`src/rtl/ipi_dest_match.sv`:
```
module ipi_dest_match #(
  parameter int N  = 8,
  parameter int SW = (N > 1) ? $clog2(N) : 1
) (
  input  logic           clk,
  input  logic           rst_n,
  input  logic           cmd_valid,
  input  logic [7:0]     cmd_dest,
  input  logic           cmd_logical,
  input  logic [1:0]     cmd_sh,
  input  logic [2:0]     cmd_dm,
  input  logic [SW-1:0]  cmd_src,
  input  logic [8*N-1:0] tgt_phys_id,
  input  logic [8*N-1:0] tgt_log_id,
  input  logic [2*N-1:0] tgt_model,
  input  logic [N-1:0]   tgt_enable,
  output logic           res_valid,
  output logic [N-1:0]   res_mask,
  output logic [N-1:0]   res_lowest,
  output logic           res_model_err
);
  localparam logic [1:0] SH_NONE = 2'd0, SH_SELF = 2'd1, SH_ALL = 2'd2;
  localparam logic [1:0] MD_FLAT = 2'd0, MD_CLUSTER = 2'd1;
  localparam logic [2:0] DM_LOWEST = 3'd1;

  logic [N-1:0] hit, pick;
  logic         bad;
  logic         r_lp;

  always_comb begin
    hit = '0;
    bad = 1'b0;
    for (int i = 0; i < N; i++) begin
      logic [7:0] pid, lid;
      logic       is_src;
      pid    = tgt_phys_id[8*i +: 8];
      lid    = tgt_log_id[8*i +: 8];
      is_src = (SW'(i) == cmd_src);
      case (cmd_sh)
        SH_NONE: begin
          if (!cmd_logical)
            hit[i] = (cmd_dest == 8'hFF) || (cmd_dest == pid);
          else begin
            case (tgt_model[2*i +: 2])
              MD_FLAT:    hit[i] = |(lid & cmd_dest);
              MD_CLUSTER: hit[i] = (lid[7:4] == cmd_dest[7:4]) && |(lid[3:0] & cmd_dest[3:0]);
              default: begin
                hit[i] = 1'b0;
                if (tgt_enable[i]) bad = 1'b1;
              end
            endcase
          end
        end
        SH_SELF: hit[i] = is_src;
        SH_ALL:  hit[i] = 1'b1;
        default: hit[i] = !is_src;
      endcase
    end
    hit = hit & tgt_enable;
  end

  always_comb begin
    pick = '0;
    for (int i = 0; i < N; i++)
      if (hit[i]) pick = N'(1) << i;
  end

  always_ff @(posedge clk or negedge rst_n) begin
    if (!rst_n) begin
      res_valid     <= 1'b0;
      res_mask      <= '0;
      res_lowest    <= '0;
      res_model_err <= 1'b0;
      r_lp          <= 1'b0;
    end else begin
      res_valid     <= cmd_valid;
      res_mask      <= cmd_valid ? hit : '0;
      res_lowest    <= (cmd_valid && cmd_dm == DM_LOWEST) ? pick : '0;
      res_model_err <= cmd_valid && bad;
      r_lp          <= cmd_valid && cmd_dm == DM_LOWEST;
    end
  end

  AST_LOWEST_ONEHOT: assert property (@(posedge clk) disable iff (!rst_n)
    $onehot0(res_lowest));
  AST_LOWEST_IN_MASK: assert property (@(posedge clk) disable iff (!rst_n)
    (res_lowest & ~res_mask) == '0);
  AST_LOWEST_PRESENT: assert property (@(posedge clk) disable iff (!rst_n)
    (r_lp && res_mask != '0) |-> res_lowest != '0);
  AST_DISABLED_OUT: assert property (@(posedge clk) disable iff (!rst_n)
    cmd_valid |=> (res_mask & ~$past(tgt_enable)) == '0);
  AST_SELF_SINGLE: assert property (@(posedge clk) disable iff (!rst_n)
    (cmd_valid && cmd_sh == SH_SELF) |=> $countones(res_mask) <= 1);
  AST_QUIET_IDLE: assert property (@(posedge clk) disable iff (!rst_n)
    !res_valid |-> (res_mask == '0 && res_lowest == '0 && !res_model_err));
endmodule

```
`config.mk`:
```
export PLATFORM = sky130hd
export DESIGN_NAME = ipi_dest_match
export DESIGN_NICKNAME = d
export VERILOG_FILES = /design/src/rtl/ipi_dest_match.sv
export SDC_FILE = /design/constraint.sdc
export NUM_CORES = 1
export LEC_CHECK = 0
export CORE_ASPECT_RATIO = 1.5
export CORE_MARGIN = 2
export CORE_UTILIZATION = 30
export CTS_CLUSTER_DIAMETER = 40
export DETAILED_ROUTE_END_ITERATION = 10
export PLACE_DENSITY_LB_ADDON = 0.25
export SYNTH_ARGS = -nofsm -noshare
export SYNTH_HDL_FRONTEND = slang
export SYNTH_SLANG_ARGS = --single-unit
```
`constraint.sdc`:
```
create_clock -name clk -period 1 [get_ports clk]
set_clock_uncertainty 0.05 [all_clocks]
set_input_delay 0.1 -clock clk [delete_from_list [all_inputs] [get_ports clk]]
set_output_delay 0.1 -clock clk [all_outputs]
set_load 0.02 [all_outputs]
```
# == Word-level counts from Yosys, hierarchy flattened ==
# Index checks and enable logic that the tools add are counted.
# classes
n_eq_ne,35
muxes,66
bitwise,17
reduce_logical,60
# op_table
operator,count
8-bit bitwise AND,9
8-bit two-way mux,9
8-bit == test,8
8-bit OR reduction,8
1-bit two-way mux,41
4-bit bitwise AND,8
4-bit == test,8
4-bit OR reduction,8
1-bit one-hot mux with 3 select lines,8
2-bit by 1-bit == test with 1-bit output (second input constant),9
2-bit logical NOT,9
1-bit one-hot mux with 2 select lines,8
2-bit OR reduction,8
3-bit == test (first input constant),4
1-bit logical AND,10
8-bit == test (second input constant),1
1-bit logical NOT,8
1-bit logical OR,8
2-bit by 3-bit == test with 1-bit output (first input constant),2
1-bit by 3-bit == test with 1-bit output (first input constant),1
3-bit by 1-bit == test with 1-bit output (second input constant),1
3-bit logical NOT,1
2-bit == test (second input constant),1
# totals
regBits,18
inputBits,172
out_inout_bits,18
word_cells,182

# == Logic depth before layout (Yosys ltp) ==
# Gate-level depths: netlist of the first run.
# depth
word_depth,34
ltp_mapped,8

# == Worst setup path before layout of the first run ==
# No wires, ideal clock.
# synth_path
path_kind,in2reg
startpoint,input cmd_dest[5]
endpoint,register res_lowest[0]
setup_time_ns,0.101
t_arrival_ns,1.736
slack_ns,-0.887
stages,7
path_buffers,0
path_cell_list,ha_1 > nor4_1 > o211ai_1 > a21oi_2 > o31ai_1 > or4b_4 > nor4_1
# synth_between
elab_chain_cells,15
# synth_lines
element,line,source
start: declaration,8,"input logic [7:0] cmd_dest,"
8-bit bitwise AND or 4-bit == test (tied branches),"45, 46",
8-bit OR reduction or 1-bit logical AND (tied branches),"45, 46",
1-bit one-hot mux with 2 select lines,44,case (tgt_model[2*i +: 2])
1-bit two-way mux,41,if (!cmd_logical)
1-bit one-hot mux with 3 select lines,39,case (cmd_sh)
8-bit bitwise AND *,59,hit = hit & tgt_enable;
1-bit two-way mux,65,if (hit[i]) pick = N'(1) << i;
8-bit two-way mux (6 in series),65,
8-bit two-way mux *,65,
8-bit two-way mux *,78,res_lowest <= (cmd_valid && cmd_dm == DM_LOWEST) ? pick : '0;
end signal: assignment,78,
end: declaration,19,"output logic [N-1:0] res_lowest,"
# Mark *: on every way between the ends. The rest lies on a longest branch, timed or not.

# == Final worst setup path of the first run ==
# layout_path
startpoint,input cmd_dest[1]
endpoint,register res_lowest[2]
# layout_between
elab_chain_cells,14
# layout_lines
element,line,source
4-bit bitwise AND,46,MD_CLUSTER: hit[i] = (lid[7:4] == cmd_dest[7:4]) && |(lid[3:0] & cmd_dest[3:0]);
4-bit OR reduction,46,
1-bit logical AND,46,
1-bit one-hot mux with 2 select lines,44,
1-bit two-way mux,41,
1-bit one-hot mux with 3 select lines,39,
8-bit bitwise AND *,59,
8-bit two-way mux (5 in series),65,
8-bit two-way mux *,65,
8-bit two-way mux *,78,
# Marks and branches as above.

==> results.yml, run 1 <==
placement:
  io_buffers: 189
  place_ws_ns: -1.66
  dp_hpwl_mm: 9.70
  place_inst: 624
  gp_congestion: 0.897
synth:
  synthesis.nets: 486
  yosys.area.top_type: "dfrtp_1"
  ys_warn_count: 0
  netlist_instances: 282
  netlist.area_leader.share: 0.173
  ys_ff_latch: 18
  synth_area_sq_mm: 0.00260
  seq_area_frac_synth: 0.173
  syn_area_per_cell_sq_um: 9.21
  yosysUniqueCellTypes: 51
  netlist_top_cells_area: "dfrtp_1 (17%), xor2_1 (17%), ha_1 (15%)"
worst_setup_path:
  critPathSlowestCell: "or4b_4"
  crit_type: "in -> reg"
  worstSetupStartpointType: "input port"
  critPathMaxFanout: 6
  worstSetupEndpointType: "register"
  worstPathArrival_ns: 2.05
  crit_chain: "dlygate4sd2_1 -> buf_6 -> a22oi_2 -> a221oi_4 -> o211ai_1 -> o32ai_2 -> or4b_4 -> nor3b_2"
  worst_path_largest_cell_delay_ns: 0.62
  crit_required_ns: 1.11
die:
  die_area_sq_mm: 0.00943
  dieHeight_um: 118
  die_w_um: 80.0
  num_rows: 41
  core_area_sq_mm: 0.00841
  initial_core_util: 0.309
  pin_count: 190
cts:
  htree_levels: 1
  cts_hold_buf: 0
  cts_buffers: 3
  cts_tree: "done"
  clkSinkCount: 18
  clock_path_buffers: 2
  cts-root-buf: "clkbuf_16"
  path_clk_slew_ns: 0.05
timing:
  slew_violations: 0
  setup_ws_ns: -0.941
  worst_pin_slew_ns: 0.530
  period_minus_slack_ns: 1.94
  rsz0062_at_grt: "yes"
  final.period_utilization: 1.94
  hold_viol: 0
  whs_ns: 0.130
  finalSetupTns_ns: -11.47
  setup_viol: 16
  timing.fmax_ghz: 0.515
  relSlewSlack: 0.647
pwr:
  cellLeakagePower_nw: 2.44
  p_per_area_mw_per_mm2: 633
  ir_drop_mv: 0.771
routing:
  num_vias: 3341
  drc: 0
  drt_first_pass_iters: 4
  antenna_left: 0
  wl_mm: 12.1
  viasPerCell: 5.21
  drtIter0Drc: 114
  wl_per_cell_um: 18.9
cells_and_area:
  final_common_cell: "clkdlybuf4s50_1"
  most-common-layout-cells: "clkdlybuf4s50_1 (114), buf_4 (57), xor2_1 (50), ha_4 (31), dlygate4sd2_1 (23)"
  utilization: 0.707
  area_growth_pct: 129
  final_cells: 641
  fin_nets: 740
  regArea_sq_um: 450
  layout-drive-gt1-share: 0.403
  fill_cells: 619
  diodes: 0
  multi_input_area_sq_mm: 0.00283
status:
  status: "complete, but fails checks"
  violations: "negative setup slack"
global_routing:
  first_global_vias: 3687
  overflow: 0
  grt_antenna_before_repair: 0
  grt_pass1_wl_mm: 18.2
  grt.total_usage: 0.247
  grt_max_degree: 19
job:
  maxCapViolCount: 0
hold_path:
  hp-class: "in -> async"
-- per-stage QoR --
step                power, mW  area [sq um]
finish                   3.76          5950
CTS                      3.64          5760
detailed placement       2.74          5370
floorplan                1.52          2960
global route             3.97          5950
global placement         2.68          5370
-- cell families after synthesis --
| kind of cell | after synthesis | share of synthesized area |
|---|---|---|
| and+or+nand+nor | 79 | 0.187 |
| xor gates and xnor gates | 69 | 0.233 |
| AOI/OAI and AO/OA | 64 | 0.189 |
| adders and majority gates | 32 | 0.154 |
| buffers and inverters | 19 | 0.0588 |
| DFF | 18 | 0.173 |
| muxes | 1 | 0.00386 |
-- worst max-delay path: cells and delay by family --
family	cells	cell delay (ns)
buffers and inverters	2	0.39
AOI/OAI and AO/OA	4	0.68
and+or+nand+nor	2	0.86
-- power by group --
group          switching (mW)  total, mW  internal, mW  leakage (nW)
Combinational           0.942       2.24          1.30          2.16
Clock                   0.240      0.764         0.524        0.0370
Sequential            0.00484      0.758         0.753         0.244
-- cell usage after synthesis (all sizes together) --
cell type,n
nor3,4
nor4,26
o41ai,1
nand2,12
a311oi,1
a21oi,18
nand4b,1
and2,3
nor2,6
o31ai,2
inv,4
or4b,1
or4,7
a22o,5
a221oi,4
xor2,50
nand2b,1
o2111ai,2
xnor2,19
nor4b,2
nor2b,1
nand3,1
o211ai,6
o311ai,2
o22ai,1
nand3b,3
o21a,1
clkbuf,1
a2111oi,1
ha,32
a211oi,1
mux2i,1
o32ai,1
o21ai,6
nor3b,4
or2b,1
a22oi,12
nand4,6
dfrtp,18
buf,14
-- metal layers --
| metal | share of wire | GRT usage | routed length [um] | vias up |
|---|---|---|---|---|
| met5 | 0 | 0 | 0 | - |
| met4 | 0.035 | 0.0964 | 424 | 0 |
| met3 | 0.045 | 0.0314 | 542 | 26 |
| met2 | 0.59 | 0.490 | 7090 | 120 |
| met1 | 0.33 | 0.247 | 4040 | 1607 |
| li1 | - | - | - | 1588 |
-- repair_timing --
item | 4_1_cts | 5_1_grt
setup buffers | 12 | 9
endpoints found under the setup margin | 35 | 25
resized for setup | 192 | 101
pin swaps | 54 | 47
-- layout make-up --
cell class / instances / area share
inverters: 4 / 0.00253
multi-input cells: 245 / 0.476
clock buffers: 3 / 0.0126
repair buffers: 264 / 0.411
well taps: 107 / 0.0225
flip-flops and latches: 18 / 0.0758
-- path summary, 6_finish.rpt --
path	end	cells past startpoint	from
worst min-delay path	res_lowest[4]	2	rst_n
min in group clk	res_model_err	3	tgt_model[11]
worst max-delay path	res_lowest[2]	8	cmd_dest[1]
max in group asynchronous	res_mask[4]	2	rst_n
-- registers in the layout, summed over array words and instances, names as in the netlist --
name	count
res_valid	1
res_mask	8
res_lowest	8
res_model_err	1
(Power assumes the default switching activity.)
==> run 2: changes to the inputs <==
- PLACE_DENSITY: default -> 0.72
- PLACE_DENSITY_LB_ADDON: 0.25 -> default
==> run 2 against run 1 <==
Net effect:
- the run still ends with negative setup slack left
- worst setup slack lost 0.080 ns
- sequential power is essentially flat
- non-clock buffer count rose by 20
- hold slack worse by 0.0064 ns
- die area did not move
- critical path depth is the same
- via count grew 2.0%
- largest cell class unchanged
- maximum frequency decreased by 3.9%
- core utilization rose by 3.3 points
- wire length rose by 4.7%
- global-route usage grew 0.84 points
==> results.yml, run 2 (same netlist as run 1, synthesis figures left out) <==
routing:
  antenna_left: 0
  wl_per_cell_um: 19.0
  num_vias: 3407
  drt_first_pass_iters: 4
  drc: 0
  viasPerCell: 5.12
  drtIter0Drc: 105
  wl_mm: 12.7
status:
  status: "complete, but fails checks"
  violations: "negative setup slack"
worst_setup_path:
  critPathSlowestCell: "or4b_4"
  crit_type: "in -> reg"
  worstSetupStartpointType: "input port"
  crit_start: "tgt_log_id[37]"
  crit_cells: 8
  critPathMaxFanout: 4
  crit_required_ns: 1.12
  cp_num_buf_inv: 1
  worst_path_largest_cell_delay_ns: 0.62
  worstPathArrival_ns: 2.14
  crit_chain: "clkdlybuf4s15_1 -> ha_4 -> nor4_4 -> o211ai_1 -> a21oi_2 -> o31ai_2 -> or4b_4 -> nor3b_2"
  worstSetupEndpointType: "register"
  path_delay_family: "simple AND/OR/NAND/NOR gates"
cells_and_area:
  most-common-layout-cells: "clkdlybuf4s50_1 (114), buf_4 (64), xor2_1 (50), ha_4 (26), buf_6 (23)"
  layout-drive-gt1-share: 0.436
  stdcell_area_sq_mm: 0.00622
  final_common_cell: "clkdlybuf4s50_1"
  utilization: 0.740
  area_growth_pct: 140
  reg_top3: "res_lowest (8), res_mask (8)"
  fin_nets: 760
pwr:
  p_clk_frac: 0.219
  p_sw_frac: 0.313
  intPower_mw: 2.73
  ir_drop_mv: 0.790
  p_per_area_mw_per_mm2: 638
  p_seq_frac: 0.191
  cellLeakagePower_nw: 2.63
  power_switching_mw: 1.24
  comb_power_share: 0.590
cts:
  htree_levels: 1
  cts_hold_buf: 0
  clock_path_buffers: 2
  clkSinkCount: 18
  path_clk_slew_ns: 0.05
  cts_tree: "done"
  cts_buffers: 3
  cts-root-buf: "clkbuf_16"
die:
  pin_count: 190
  core_area_sq_mm: 0.00841
  num_rows: 41
  dieHeight_um: 118
  die_w_um: 80.0
  initial_core_util: 0.309
  die_area_sq_mm: 0.00943
timing:
  timing.fmax_ghz: 0.495
  rsz0062_at_grt: "yes"
  setup_ws_ns: -1.02
  setup_viol: 17
  final.period_utilization: 2.02
  finalSetupTns_ns: -13.03
  whs_ns: 0.123
  period_minus_slack_ns: 2.02
  relSlewSlack: 0.755
  worst_pin_slew_ns: 0.365
  slew_violations: 0
  hold_viol: 0
placement:
  placed_cell_area_sq_mm: 0.00542
  gp_congestion: 0.902
  io_buffers: 189
  dp_hpwl_mm: 10.0
global_routing:
  grt.total_usage: 0.255
  first_global_vias: 3735
  grt_pass1_wl_mm: 18.7
  overflow: 0
  grt_antenna_before_repair: 3
  grt_max_degree: 19
job:
  maxCapViolCount: 0
hold_path:
  hp-class: "in -> async"
[run 2: changes by cell type in the layout (fill, tap and decap cells not counted), sizes merged]
cell / delta
buf: +18
clkbuf: -1
clkdlybuf4s15: +2
diode: +3
dlygate4sd2: -5
dlymetal6s2s: +7
[run 2: worst paths after layout]
check,slack (ns),to
max,-1.02,res_lowest[2]
min,0.12,res_lowest[5]
max in group asynchronous,0.60,res_lowest[1]
min in group clk,0.25,res_lowest[0]
[run 2: power by group through the flow]
stage | clock network (mW) | registers (mW) | logic, mW
final | 0.869 | 0.759 | 2.34
after global routing | 0.887 | 0.760 | 2.51
after CTS | 0.864 | 0.760 | 2.21
after detailed placement | 0 | 0.772 | 1.99
after global placement | 0 | 0.771 | 1.93
after floorplan | 0 | 0.803 | 0.714
[run 2: area by class of cell]
class / count / area (sq um)
fillers: 608 / 2190
multi-input cells: 245 / 2840
repair buffers: 284 / 2690
clock buffers: 4 / 88.8
flip-flops and latches: 18 / 450
diodes: 3 / 7.51
well taps: 107 / 134
inverters: 4 / 15.0
[run 2: repair_timing]
item	CTS	global route
gates resized for setup	207	91
setup buffers	18	16
endpoints found under the hold margin	0	0
cloned	0	0
pin swaps	55	58
setup endpoints to repair	35	25
[run 2: metrics by stage]
step	cells	worst slack (ns)	power, mW
6_report	665	-1.02	3.97
5_1_grt	665	-1.14	4.16
4_1_cts	651	-0.976	3.84
3_5_place_dp	630	-1.71	2.76
3_3_place_gp	630	-1.62	2.70
2_1_floorplan	282	-0.762	1.52
[run 2: routing by layer]
layer	vias up	GRT usage	routed length (um)
met5	-	0	0
met1	1622	0.252	4260
met3	26	0.0322	592
met2	124	0.513	7440
li1	1635	-	-
met4	0	0.0932	363
==> run 3: changes to the inputs <==
- CAP_MARGIN: default -> 10
==> results of run 3 <==
No change in the layout: final DEF, timing and power equal those of run 2.
